<file path="src/rtl/acc_alu_pkg.sv">
package acc_alu_pkg;

   localparam int BYTE_W = 8;
   localparam int OPC_W  = 5;

   typedef enum logic [OPC_W-1:0] {
      OP_NOP   = 5'd0,
      OP_ADD   = 5'd1,
      OP_ADDC  = 5'd2,
      OP_SUBB  = 5'd3,
      OP_INC   = 5'd4,
      OP_DEC   = 5'd5,
      OP_MUL   = 5'd6,
      OP_DIV   = 5'd7,
      OP_DADJ  = 5'd8,
      OP_CMP   = 5'd9,
      OP_AND   = 5'd10,
      OP_OR    = 5'd11,
      OP_XOR   = 5'd12,
      OP_CPL   = 5'd13,
      OP_ROL   = 5'd14,
      OP_ROR   = 5'd15,
      OP_ROLC  = 5'd16,
      OP_RORC  = 5'd17,
      OP_SWAP  = 5'd18,
      OP_SETC  = 5'd19,
      OP_CLRC  = 5'd20,
      OP_CPLC  = 5'd21,
      OP_ANDC  = 5'd22,
      OP_ANDNC = 5'd23,
      OP_ORC   = 5'd24,
      OP_ORNC  = 5'd25,
      OP_MOVC  = 5'd26,
      OP_LDA   = 5'd27,
      OP_LDB   = 5'd28,
      OP_LDSW  = 5'd29
   } alu_op_e;

   // status word bit positions (decoded by neighbours, keep fixed)
   localparam int SW_CY  = 7;
   localparam int SW_AC  = 6;
   localparam int SW_RS1 = 4;
   localparam int SW_RS0 = 3;
   localparam int SW_OV  = 2;
   localparam int SW_P   = 0;

   typedef struct packed {
      logic we;
      logic val;
   } flag_upd_t;

   typedef struct packed {
      logic              we_a;
      logic [BYTE_W-1:0] a;
      logic              we_b;
      logic [BYTE_W-1:0] b;
      flag_upd_t         cy;
      flag_upd_t         ac;
      flag_upd_t         ov;
   } alu_upd_t;

endpackage

</file>
<file path="src/rtl/acc_alu_arith.sv">
module acc_alu_arith
   import acc_alu_pkg::*;
#(
   parameter int DATA_W = 8
) (
   input  alu_op_e           op,
   input  logic [DATA_W-1:0] a,
   input  logic [DATA_W-1:0] b,
   input  logic [DATA_W-1:0] opd,
   input  logic              cy,
   input  logic              ac,
   output alu_upd_t          upd
);
   localparam int HALF = DATA_W / 2;
   localparam int PW   = 2 * DATA_W;

   logic [DATA_W:0]   s9;
   logic [HALF:0]     n5;
   logic [PW-1:0]     prod;
   logic [DATA_W:0]   t1;
   logic [DATA_W:0]   t2;
   logic              c1;
   logic              cin;

   always_comb begin
      upd  = '0;
      s9   = '0;
      n5   = '0;
      prod = '0;
      t1   = '0;
      t2   = '0;
      c1   = 1'b0;
      cin  = (op == OP_ADD) ? 1'b0 : cy;
      unique case (op)
         OP_ADD, OP_ADDC: begin
            s9 = {1'b0, a} + {1'b0, opd} + {{DATA_W{1'b0}}, cin};
            n5 = {1'b0, a[HALF-1:0]} + {1'b0, opd[HALF-1:0]} + {{HALF{1'b0}}, cin};
            upd.we_a   = 1'b1;
            upd.a      = s9[DATA_W-1:0];
            upd.cy.we  = 1'b1;
            upd.cy.val = s9[DATA_W];
            upd.ac.we  = 1'b1;
            upd.ac.val = n5[HALF];
            upd.ov.we  = 1'b1;
            upd.ov.val = (a[DATA_W-1] == opd[DATA_W-1]) && (s9[DATA_W-1] != a[DATA_W-1]);
         end
         OP_SUBB: begin
            s9 = {1'b0, a} - {1'b0, opd} - {{DATA_W{1'b0}}, cy};
            n5 = {1'b0, a[HALF-1:0]} - {1'b0, opd[HALF-1:0]} - {{HALF{1'b0}}, cy};
            upd.we_a   = 1'b1;
            upd.a      = s9[DATA_W-1:0];
            upd.cy.we  = 1'b1;
            upd.cy.val = s9[DATA_W];
            upd.ac.we  = 1'b1;
            upd.ac.val = n5[HALF];
            upd.ov.we  = 1'b1;
            upd.ov.val = (a[DATA_W-1] != opd[DATA_W-1]) && (s9[DATA_W-1] != a[DATA_W-1]);
         end
         OP_CMP: begin
            upd.cy.we  = 1'b1;
            upd.cy.val = (a < opd);
         end
         OP_INC: begin
            upd.we_a = 1'b1;
            upd.a    = a + DATA_W'(1);
         end
         OP_DEC: begin
            upd.we_a = 1'b1;
            upd.a    = a - DATA_W'(1);
         end
         OP_MUL: begin
            prod       = {{DATA_W{1'b0}}, a} * {{DATA_W{1'b0}}, b};
            upd.we_a   = 1'b1;
            upd.a      = prod[DATA_W-1:0];
            upd.we_b   = 1'b1;
            upd.b      = prod[PW-1:DATA_W];
            upd.cy.we  = 1'b1;
            upd.cy.val = 1'b0;
            upd.ov.we  = 1'b1;
            upd.ov.val = |prod[PW-1:DATA_W];
         end
         OP_DIV: begin
            upd.cy.we = 1'b1;
            upd.ov.we = 1'b1;
            if (b == '0) begin
               upd.ov.val = 1'b1;
            end else begin
               upd.we_a = 1'b1;
               upd.a    = a / b;
               upd.we_b = 1'b1;
               upd.b    = a % b;
            end
         end
         OP_DADJ: begin
            t1 = {1'b0, a};
            if ((a[HALF-1:0] > HALF'(9)) || ac)
               t1 = {1'b0, a} + (DATA_W+1)'(6);
            c1 = t1[DATA_W] | cy;
            t2 = {1'b0, t1[DATA_W-1:0]};
            if ((t1[DATA_W-1:HALF] > HALF'(9)) || c1)
               t2 = {1'b0, t1[DATA_W-1:0]} + {1'b0, HALF'(6), HALF'(0)};
            upd.we_a   = 1'b1;
            upd.a      = t2[DATA_W-1:0];
            upd.cy.we  = 1'b1;
            upd.cy.val = c1 | t2[DATA_W];
         end
         default: ;
      endcase
   end

endmodule

</file>
<file path="src/rtl/acc_alu_logic.sv">
module acc_alu_logic
   import acc_alu_pkg::*;
#(
   parameter int DATA_W = 8
) (
   input  alu_op_e           op,
   input  logic [DATA_W-1:0] a,
   input  logic [DATA_W-1:0] opd,
   input  logic              cy,
   output alu_upd_t          upd
);
   localparam int HALF = DATA_W / 2;

   always_comb begin
      upd = '0;
      unique case (op)
         OP_AND:  begin upd.we_a = 1'b1; upd.a = a & opd; end
         OP_OR:   begin upd.we_a = 1'b1; upd.a = a | opd; end
         OP_XOR:  begin upd.we_a = 1'b1; upd.a = a ^ opd; end
         OP_CPL:  begin upd.we_a = 1'b1; upd.a = ~a; end
         OP_ROL:  begin upd.we_a = 1'b1; upd.a = {a[DATA_W-2:0], a[DATA_W-1]}; end
         OP_ROR:  begin upd.we_a = 1'b1; upd.a = {a[0], a[DATA_W-1:1]}; end
         OP_ROLC: begin
            upd.we_a   = 1'b1;
            upd.a      = {a[DATA_W-2:0], cy};
            upd.cy.we  = 1'b1;
            upd.cy.val = a[DATA_W-1];
         end
         OP_RORC: begin
            upd.we_a   = 1'b1;
            upd.a      = {cy, a[DATA_W-1:1]};
            upd.cy.we  = 1'b1;
            upd.cy.val = a[0];
         end
         OP_SWAP: begin upd.we_a = 1'b1; upd.a = {a[HALF-1:0], a[DATA_W-1:HALF]}; end
         OP_LDA:  begin upd.we_a = 1'b1; upd.a = opd; end
         OP_LDB:  begin upd.we_b = 1'b1; upd.b = opd; end
         default: ;
      endcase
   end

endmodule

</file>
<file path="src/rtl/acc_alu_bitop.sv">
module acc_alu_bitop
   import acc_alu_pkg::*;
(
   input  alu_op_e  op,
   input  logic     cy,
   input  logic     bit_in,
   output alu_upd_t upd
);
   always_comb begin
      upd = '0;
      upd.cy.we = 1'b1;
      unique case (op)
         OP_SETC:  upd.cy.val = 1'b1;
         OP_CLRC:  upd.cy.val = 1'b0;
         OP_CPLC:  upd.cy.val = ~cy;
         OP_ANDC:  upd.cy.val = cy & bit_in;
         OP_ANDNC: upd.cy.val = cy & ~bit_in;
         OP_ORC:   upd.cy.val = cy | bit_in;
         OP_ORNC:  upd.cy.val = cy | ~bit_in;
         OP_MOVC:  upd.cy.val = bit_in;
         default:  upd.cy.we  = 1'b0;
      endcase
   end

endmodule

</file>
<file path="src/rtl/acc_alu_core.sv">
module acc_alu_core
   import acc_alu_pkg::*;
#(
   parameter int DATA_W       = 8,
   parameter int BANK_ADDR_W  = 8,
   parameter int BANK_STRIDE  = 8,
   parameter bit PARITY_CHAIN = 1'b0
) (
   input  logic                   clk,
   input  logic                   rst_n,
   input  logic                   op_valid,
   input  logic [OPC_W-1:0]       op_code,
   input  logic [DATA_W-1:0]      operand,
   input  logic                   bit_in,
   output logic [DATA_W-1:0]      acc,
   output logic [DATA_W-1:0]      b_reg,
   output logic [DATA_W-1:0]      psw,
   output logic [BANK_ADDR_W-1:0] bank_base
);
   localparam int MAX_BASE = 3 * BANK_STRIDE;

   generate
      if (DATA_W != BYTE_W) begin : g_bad_width
         $error("acc_alu_core: DATA_W must equal the byte width");
      end
      if (MAX_BASE >= (1 << BANK_ADDR_W)) begin : g_bad_bank
         $error("acc_alu_core: BANK_ADDR_W too narrow for BANK_STRIDE");
      end
   endgenerate

   alu_op_e           op_e;
   alu_upd_t          u_ar, u_lg, u_bt, u_all;
   logic [DATA_W-1:0] a_q, b_q, sw_q;
   logic [DATA_W-1:0] a_nxt, b_nxt, sw_nxt;
   logic              par_nxt;

   assign op_e = alu_op_e'(op_code);

   acc_alu_arith #(.DATA_W(DATA_W)) u_arith (
      .op(op_e), .a(a_q), .b(b_q), .opd(operand),
      .cy(sw_q[SW_CY]), .ac(sw_q[SW_AC]), .upd(u_ar)
   );

   acc_alu_logic #(.DATA_W(DATA_W)) u_logic (
      .op(op_e), .a(a_q), .opd(operand), .cy(sw_q[SW_CY]), .upd(u_lg)
   );

   acc_alu_bitop u_bitop (
      .op(op_e), .cy(sw_q[SW_CY]), .bit_in(bit_in), .upd(u_bt)
   );

   // units decode disjoint opcodes and drive zero otherwise
   assign u_all = u_ar | u_lg | u_bt;

   assign a_nxt = u_all.we_a ? u_all.a : a_q;
   assign b_nxt = u_all.we_b ? u_all.b : b_q;

   generate
      if (PARITY_CHAIN) begin : g_par_chain
         logic [DATA_W:0] chain;
         assign chain[0] = 1'b0;
         for (genvar i = 0; i < DATA_W; i++) begin : g_bit
            assign chain[i+1] = chain[i] ^ a_nxt[i];
         end
         assign par_nxt = chain[DATA_W];
      end else begin : g_par_reduce
         assign par_nxt = ^a_nxt;
      end
   endgenerate

   always_comb begin
      sw_nxt = sw_q;
      if (op_e == OP_LDSW) sw_nxt[DATA_W-1:1] = operand[DATA_W-1:1];
      if (u_all.cy.we) sw_nxt[SW_CY] = u_all.cy.val;
      if (u_all.ac.we) sw_nxt[SW_AC] = u_all.ac.val;
      if (u_all.ov.we) sw_nxt[SW_OV] = u_all.ov.val;
      sw_nxt[SW_P] = par_nxt;
   end

   always_ff @(posedge clk or negedge rst_n) begin
      if (!rst_n) begin
         a_q  <= '0;
         b_q  <= '0;
         sw_q <= '0;
      end else if (op_valid) begin
         a_q  <= a_nxt;
         b_q  <= b_nxt;
         sw_q <= sw_nxt;
      end
   end

   assign acc       = a_q;
   assign b_reg     = b_q;
   assign psw       = sw_q;
   assign bank_base = BANK_ADDR_W'({sw_q[SW_RS1], sw_q[SW_RS0]}) * BANK_ADDR_W'(BANK_STRIDE);

endmodule

</file>
<file path="config.mk">
export PLATFORM = sky130hd
export DESIGN_NAME = acc_alu_core
export DESIGN_NICKNAME = d
export VERILOG_FILES = /design/src/rtl/acc_alu_pkg.sv /design/src/rtl/acc_alu_arith.sv /design/src/rtl/acc_alu_logic.sv /design/src/rtl/acc_alu_bitop.sv /design/src/rtl/acc_alu_core.sv
export SDC_FILE = /design/constraint.sdc
export NUM_CORES = 1
export LEC_CHECK = 0
export CORE_MARGIN = 2
export CORE_UTILIZATION = 57
export CTS_CLUSTER_SIZE = 28
export DETAILED_ROUTE_END_ITERATION = 10
export PLACE_DENSITY = 0.82
export SLEW_MARGIN = 10
export SYNTH_ARGS = -nofsm -noshare
export SYNTH_HDL_FRONTEND = slang
export SYNTH_HIERARCHICAL = 1
export SYNTH_SLANG_ARGS = --single-unit
</file>
<file path="constraint.sdc">
create_clock -name clk -period 10.6 [get_ports clk]
set_input_delay 1.06 -clock clk [delete_from_list [all_inputs] [get_ports clk]]
set_output_delay 1.06 -clock clk [all_outputs]
set_load 0.05 [all_outputs]
</file>
======== After elaboration in Yosys (flattened, before gate mapping) ========
Index checks and enable logic that the tools add are counted.
cells by class
  eq/ne operators ......................... 33
  bitwise logic cells ..................... 14
  order comparisons ....................... 3
  $add $sub $neg .......................... 12
  multiplexer cells ....................... 23
  divide/modulo/power cells ............... 2
  multipliers ............................. 1
  reductions and logical operators ........ 18
operators by type and width
  operator             count
  $pmux 9 s10          1
  $eq 5x5->1 const B   14
  $pmux 9 s7           1
  $mux 9               5
  $eq 5x4->1 const B   8
  $or 24x24->24        1
  $or 24x6->24         1
  $eq 5x3->1 const B   4
  $mux 18              1
  $pmux 9 s2           1
  $mul 8x8->16         1
  $reduce_or 8->1      2
  $eq 5x2->1 const B   2
  $reduce_and 2->1     5
  $add 8x3->9 const B  1
  $add 8x7->9 const B  1
  $add 8x8->9          1
  $add 9x1->9          1
  $sub 8x8->9          1
  $sub 9x1->9          1
  $add 8x1->8 const B  1
  $and 8x8->8          1
  $div 8x8->8          1
  $gt 4x4->1 const B   2
  other kinds (30)     48
storage, ports and cells
  input port bits ......................... 17
  register bits after elaboration ......... 24
  word-level logic and storage cells ...... 113
  output and inout bits ................... 32

======== Logic depth before layout (Yosys ltp) ========
Gate-level depths: netlist of run 1.
  depth in word-level cells ............... 14
  mapped depth ............................ 55
  depth with buffers taken out ............ 53

======== Cells and area by module ========
The synthesis of run 1 kept the hierarchy.
modules (own cells, without submodules)
  module         cells an instance  instances  seq. area each (um^2)  area an instance (um^2)
  acc_alu_arith  773                1          0.0                    5839.4
  acc_alu_core   133                1          600.6                  1262.5
  acc_alu_logic  151                1          0.0                    1034.7
  acc_alu_bitop  37                 1          0.0                    270.3

======== Worst setup path before layout of run 1 ========
No wires, ideal clock.
  path kind ............................... flip-flop to flip-flop
  start point ............................. reg b_q[7], in the netlist b_reg[7]
  end point ............................... reg sw_q[0], in the netlist psw[0]
  setup time .............................. 126 ps
  period minus slack after synthesis ...... 11487 ps
  buffers on the path ..................... 2
  cell stages (with the launch flop) ...... 55
  setup slack ............................. -887 ps
  data arrival time ....................... 11361 ps
  required time ........................... 10474 ps
  cells stage by stage .................... dfrtp_1 buf_2 nor4_2 nand2_1 nor2_1 a21oi_1 a21oi_1 ha_1 inv_1 or4_1 a31oi_1 nor2_1 ha_1 o211ai_1 a211oi_4 nor3_1 or2_1 ha_1 [... 19 more ...] a211oi_1 a21oi_1 o22ai_2 nand2_1 o21a_1 ha_1 o21ai_1 a21o_1 a21oi_1 o41ai_2 clkbuf_1 o2111ai_1 nor3_4 xor2_1 xnor2_1 o21ai_1 xnor2_1 a21oi_1
RTL lines
  item                    line                source
  from (decl)             acc_alu_core.sv:33  logic [DATA_W-1:0] a_q, b_q, sw_q;
  from (signal assigned)  acc_alu_core.sv:87  b_q <= b_nxt;
  to (signal assigned)    acc_alu_core.sv:88  sw_q <= sw_nxt;
  to (decl)               acc_alu_core.sv:33

==> results of run 1 <==
-- worst paths after layout --
path / startpoint / endpoint / cells past startpoint
worst max-delay path: b_reg[6]$_DFFE_PN0P_ / psw[0]$_DFFE_PN0P_ / 51
worst min-delay path: psw[5]$_DFFE_PN0P_ / psw[5]$_DFFE_PN0P_ / 1
min in group asynchronous: rst_n / acc[5]$_DFFE_PN0P_ / 2
worst max register to register: b_reg[6]$_DFFE_PN0P_ / psw[0]$_DFFE_PN0P_ / 51
max in group asynchronous: rst_n / b_reg[6]$_DFFE_PN0P_ / 2
worst min register to register: psw[5]$_DFFE_PN0P_ / psw[5]$_DFFE_PN0P_ / 1
-- layer usage --
layer | vias to the layer above | track usage, %
met5 | - | 0
li1 | 4064 | -
met1 | 4156 | 43.1
met3 | 126 | 4.32
met2 | 581 | 56.9
met4 | 0 | 16.5
-- cells in the mapped netlist (all sizes together), types with 6 or more instances --
| cell type | count | area (um^2) |
|---|---|---|
| and2 | 12 | 75.1 |
| mux2i | 10 | 100 |
| a22oi | 9 | 67.6 |
| nor4 | 6 | 43.8 |
| nand4 | 6 | 37.5 |
| a31oi | 10 | 62.6 |
| a221oi | 7 | 61.3 |
| a21oi | 57 | 289 |
| o21bai | 6 | 45.0 |
| clkinv | 13 | 48.8 |
| o22ai | 8 | 56.3 |
| clkbuf | 17 | 63.8 |
| nand3b | 6 | 45.0 |
| nor3b | 8 | 70.1 |
| nand2 | 69 | 262 |
| mux2 | 10 | 113 |
| ha | 131 | 1640 |
| nand3 | 17 | 85.1 |
| a21o | 19 | 143 |
| o21a | 12 | 90.1 |
| a211oi | 13 | 115 |
| o21ai | 70 | 350 |
| inv | 111 | 417 |
| xor2 | 21 | 184 |
| nor2b | 9 | 56.3 |
| nor2 | 98 | 368 |
| nor3 | 53 | 298 |
| nand2b | 20 | 125 |
| o211ai | 16 | 130 |
| dfrtp | 24 | 601 |
| buf | 45 | 309 |
| fa | 42 | 841 |
| xnor2 | 42 | 368 |
-- cell families after synthesis --
group                    Yosys count  share of synthesized area (%)
flip-flops                        24                           7.14
XOR/XNOR                          63                           6.56
adder cells (fa/ha/maj)          173                           29.5
multiplexers                      20                           2.53
other                              3                          0.134
AND/OR/NAND/NOR                  336                           20.6
AO/OA/AOI/OAI                    289                           23.6
buffers and inverters            186                           9.97
-- what timing repair did --
action                     CTS  global route
setup endpoints to repair    9            10
pin swaps                    5            43
setup buffers                3            21
gates resized for setup      2            46
-- area by class of cell --
type	count	area (um^2)
clock inverters	1	30.0
well taps	184	230
clock buffers	3	75.1
fillers	1148	4300
multi-input cells	913	7520
diodes	1	2.50
inverters	124	465
repair buffers	149	1250
flip-flops and latches	24	607
-- worst reg2reg max path: cells and delay by family, from the launching register on --
kind / cells / cell delay [ps]
simple gates: 13 / 2490
compound gates: 24 / 4740
fa+ha+maj: 7 / 1830
flops: 1 / 430
buf+inv: 3 / 290
mux: 1 / 320
xor+xnor: 3 / 450
-- per-stage QoR --
| stage | setup slack, ps | instances |
|---|---|---|
| after floorplan | -114 | 1123 |
| after global placement | -13.6 | 1372 |
| after detailed placement | -498 | 1372 |
| after CTS | 12.8 | 1379 |
| after global routing | -615 | 1398 |
| final | -110 | 1399 |
==> flow_summary.yaml, run 1 <==
status:
  run_status: "finished, violations left"
  violations: "negative setup slack"
route:
  post_drt_wl_per_cell_um: 20.2
  met2WireLength_mm: 13.0
  wl_met1_mm: 10.9
  firstDrtPassIters: 6
  wl_met3_mm: 2.53
  ant_nets: 0
  avgViaCountPerCell: 6.38
  final_wirelength_mm: 28.2
  num_vias: 8927
  top_layer: "met4"
  remaining_routing_drc_violations: 0
  first_iter_violations: 887
placement:
  gpl.final_weighted_congestion: 0.975
  place_area_um2: 9640
  buffer_ports.inserted: 42
  post-dp-hpwl_mm: 20.6
clock_tree:
  cts-buffers-inserted: 3
  clock_latency_ps: 270
  worst_setup_hold_path_clk_slew_ps: 70
  max-clock-path-buffers: 2
  cts-root-buf: "clkbuf_16"
  htreeDepth: 1
  hold_buffers: 0
  clock_tree_from_tritoncts: "yes"
  cts_num_sinks: 24
grt:
  globalRoute.totalOverflow: 0
  grt_first_pass_wirelength_mm: 43.0
  vias_in_the_first_global_route: 8343
  groute.usage.overall_pct: 33.9
  antenna_found_initial: 1
  grt_start_max_net_pins: 55
setup_path:
  worstSetupPathType: "reg2reg"
  buf_inv_on_cp: 3
  timing.critical_path.to_type: "flop"
  arrival_ps: 10840
  cpMaxStageDelayCell: "or4_4"
  critPathLaunchType: "flop"
  crit_path_max_cell_delay_ps: 510
  cell_mode_on_critical_path: "a21oi_2"
  timing.reg2reg.setup_slack_ps: -110
  crit_family: "compound AO/OA/AOI/OAI gates"
  crit_path_max_fanout: 6
  worst-endpoint-required_ps: 10730
floorplan:
  io_pins: 49
  row_count: 44
  starting_density_of_the_core_pct: 58.1
  die_width_um: 125
  die_h_um: 125
  fp.coreArea_um2: 14500
  die_area_um2: 15700
synthesis:
  ys.warnings.count: 6
  synthCells: 1094
  synth_enable_flop_cells: 0
  synth_area_per_cell_um2: 7.68
  synth.yosys.seq_area_share_pct: 7.14
  async_reset_ff_share_pct: 100
  postSynthRegisterBits: 24
  netlist_area_um2: 8410
  number_of_unique_standard_cell_types_used_by_synthesis: 97
  synth_flop_cell: "dfrtp_1"
timing:
  hold_viol_final: 0
  totalNegativeSetupSlack_ps: -209
  timing.clock.skew_ps: 4.46
  slew_headroom_pct: 34.9
  worst-slew-pin-transition_ps: 976
  final_report_max_slew_violation_count: 0
  max_clock_freq_mhz: 93.4
  setup_violations: 4
  worst_hold_slack_ps: 514
  layout_setup_ws_ps: -110
  period_needed_ps: 10710
  tcrit_tclk_final_pct: 101
  rsz0062_at_grt: "yes"
layout:
  stdcell_area_um2: 10200
  final_cell_mix: "118 x ha_1, 105 x inv_1, 102 x buf_4"
  layout.cells.most_common: "ha_1"
  area.growth.synth_to_final_pct: 21.1
  proportion_of_layout_cells_with_a_drive_suffix_above_1_pct: 17.4
  finish.utilization_pct: 70.3
  final_nets: 1405
min_path:
  min_path_type: "reg2reg"
flow_run:
  cap_viol_max_count: 0
Power of run 1 is not shown: default switching activity piles up to over one toggle a cycle in this logic, so the estimate is an artifact.
==> inputs of run 2 (changes only) <==
--- a/config.mk
+++ b/config.mk
@@ -6,10 +6,11 @@
 export NUM_CORES = 1
 export LEC_CHECK = 0
 export CORE_MARGIN = 2
-export CORE_UTILIZATION = 57
+export CORE_UTILIZATION = 58
+export CTS_BUF_LIST = sky130_fd_sc_hd__clkbuf_8
 export CTS_CLUSTER_SIZE = 28
 export DETAILED_ROUTE_END_ITERATION = 10
-export PLACE_DENSITY = 0.82
+export PLACE_DENSITY = 0.83
 export SLEW_MARGIN = 10
 export SYNTH_ARGS = -nofsm -noshare
 export SYNTH_HDL_FRONTEND = slang
==> run 2 against run 1 <==
Net effect: the run still ends with negative setup slack left; first-iteration DRC count increased by 33%; via count decreased by 0.32%; core utilization increased by 3.0 points; non-clock buffer count increased by 2; sequential share of layout area decreased by 0.065 points; largest cell class unchanged.
==> flow_summary.yaml, run 2 (same netlist as run 1, synthesis figures left out) <==
route:
  final_wirelength_mm: 27.9
  num_vias: 8898
  first_iter_violations: 1176
  remaining_routing_drc_violations: 0
  avgViaCountPerCell: 6.37
  post_drt_wl_per_cell_um: 20.0
  ant_nets: 0
  firstDrtPassIters: 6
setup_path:
  buf_inv_on_cp: 3
  timing.critical_path.to_type: "flop"
  timing.reg2reg.worst_path_depth: 49
  crit-reg2reg-capture: "b_reg[7]$_DFFE_PN0P_"
  cpMaxStageDelayCell: "or4_1"
  crit_path_max_fanout: 5
  timing.reg2reg.setup_slack_ps: -140
  crit_family: "compound AO/OA/AOI/OAI gates"
  cell_mode_on_critical_path: "ha_1"
  critPathLaunchType: "flop"
  worstSetupPathType: "reg2reg"
  arrival_ps: 10910
  worstReg2RegStart: "b_reg[6]$_DFFE_PN0P_"
  worst-endpoint-required_ps: 10770
  crit_path_max_cell_delay_ps: 510
timing:
  layout_setup_ws_ps: -138
  worst_hold_slack_ps: 516
  rsz0062_at_grt: "yes"
  hold_viol_final: 0
  period_needed_ps: 10740
  setup_violations: 3
  max_clock_freq_mhz: 93.1
  worst-slew-pin-transition_ps: 859
  slew_headroom_pct: 42.0
  timing.clock.skew_ps: 16.4
  tcrit_tclk_final_pct: 101
  final_report_max_slew_violation_count: 0
placement:
  post-dp-hpwl_mm: 20.1
  gpl.final_weighted_congestion: 0.956
  buffer_ports.inserted: 42
status:
  violations: "negative setup slack"
  run_status: "finished, violations left"
clock_tree:
  cts-root-buf: "clkbuf_8"
  htreeDepth: 1
  cts_num_sinks: 24
  clock_latency_ps: 280
  cts-buffers-inserted: 3
  worst_setup_hold_path_clk_slew_ps: 110
  max-clock-path-buffers: 2
  clock_tree_from_tritoncts: "yes"
layout:
  finish.utilization_pct: 73.3
  antenna_cells_inserted: 0
  layout.cells.most_common: "ha_1"
  proportion_of_layout_cells_with_a_drive_suffix_above_1_pct: 18.9
  area.growth.synth_to_final_pct: 22.4
  final_nets: 1407
  final_cell_mix: "114 x ha_1, 105 x inv_1, 104 x buf_4"
min_path:
  min_delay_worst_endpoint: "psw[5]$_DFFE_PN0P_"
  hold_path_depth: 1
  hold_path.startpoint: "psw[5]$_DFFE_PN0P_"
  min_path_type: "reg2reg"
grt:
  vias_in_the_first_global_route: 8421
  antenna_found_initial: 0
  globalRoute.totalOverflow: 0
  grt_first_pass_wirelength_mm: 42.3
  grt_start_max_net_pins: 55
  groute.usage.overall_pct: 33.0
flow_run:
  cap_viol_max_count: 0
floorplan:
  die_width_um: 124
  row_count: 43
  starting_density_of_the_core_pct: 59.9
  die_area_um2: 15500
  io_pins: 49
  die_h_um: 124
  fp.coreArea_um2: 14000
[run 2: metal layers]
| metal | global-route usage (%) | vias to the layer above | routed length [um] |
|---|---|---|---|
| met1 | 44.0 | 4170 | 11000 |
| met4 | 14.1 | 0 | 1340 |
| met2 | 53.1 | 541 | 12800 |
| met3 | 5.03 | 111 | 2780 |
| li1 | - | 4076 | - |
| met5 | 0 | - | 0 |
[run 2: what timing repair did]
item / in CTS / in global routing
endpoints found under the setup margin: 3 / 10
cloned: 0 / 1
hold buffers: 0 / 0
pin swaps: 5 / 49
gates resized for setup: 2 / 71
setup buffers: 2 / 19
[run 2: how the worst max path moves through the flow]
stage	from	to	slack, ps	cells after the start
2_1_floorplan	b_reg[7]$_DFFE_PN0P_	psw[0]$_DFFE_PN0P_	-110	53
3_3_place_gp	b_reg[5]$_DFFE_PN0P_	psw[0]$_DFFE_PN0P_	90	48
3_5_place_dp	b_reg[5]$_DFFE_PN0P_	psw[0]$_DFFE_PN0P_	-310	48
4_1_cts	b_reg[5]$_DFFE_PN0P_	psw[0]$_DFFE_PN0P_	20	51
5_1_grt	b_reg[6]$_DFFE_PN0P_	psw[0]$_DFFE_PN0P_	-600	51
6_report	b_reg[6]$_DFFE_PN0P_	b_reg[7]$_DFFE_PN0P_	-140	49
[run 2: cell type report]
cell class	count	area (um^2)
flip-flops and latches	24	607
well taps	180	225
clock inverters	1	3.75
inverters	124	465
repair buffers	151	1280
clock buffers	3	41.3
fillers	1043	3750
multi-input cells	913	7660
[run 2: metrics by stage]
| step | TNS (ps) | instances | worst slack [ps] | cell area, um^2 |
|---|---|---|---|---|
| 2_1_floorplan | -114 | 1123 | -114 | 8750 |
| 3_3_place_gp | 0 | 1370 | 86.2 | 9650 |
| 3_5_place_dp | -312 | 1370 | -312 | 9650 |
| 4_1_cts | 0 | 1376 | 18.5 | 9720 |
| 5_1_grt | -3450 | 1396 | -596 | 10300 |
| 6_report | -179 | 1396 | -138 | 10300 |
Power of run 2 is left out for the same reason.
==> inputs of run 3 (changes only) <==
--- a/config.mk
+++ b/config.mk
@@ -8,6 +8,7 @@
 export CORE_MARGIN = 2
 export CORE_UTILIZATION = 58
 export CTS_BUF_LIST = sky130_fd_sc_hd__clkbuf_8
+export CTS_CLUSTER_DIAMETER = 120
 export CTS_CLUSTER_SIZE = 28
 export DETAILED_ROUTE_END_ITERATION = 10
 export PLACE_DENSITY = 0.83
==> results of run 3 <==
The final DEF is identical to that of run 2; final timing and power are the same.
Power of run 3 is left out for the same reason.
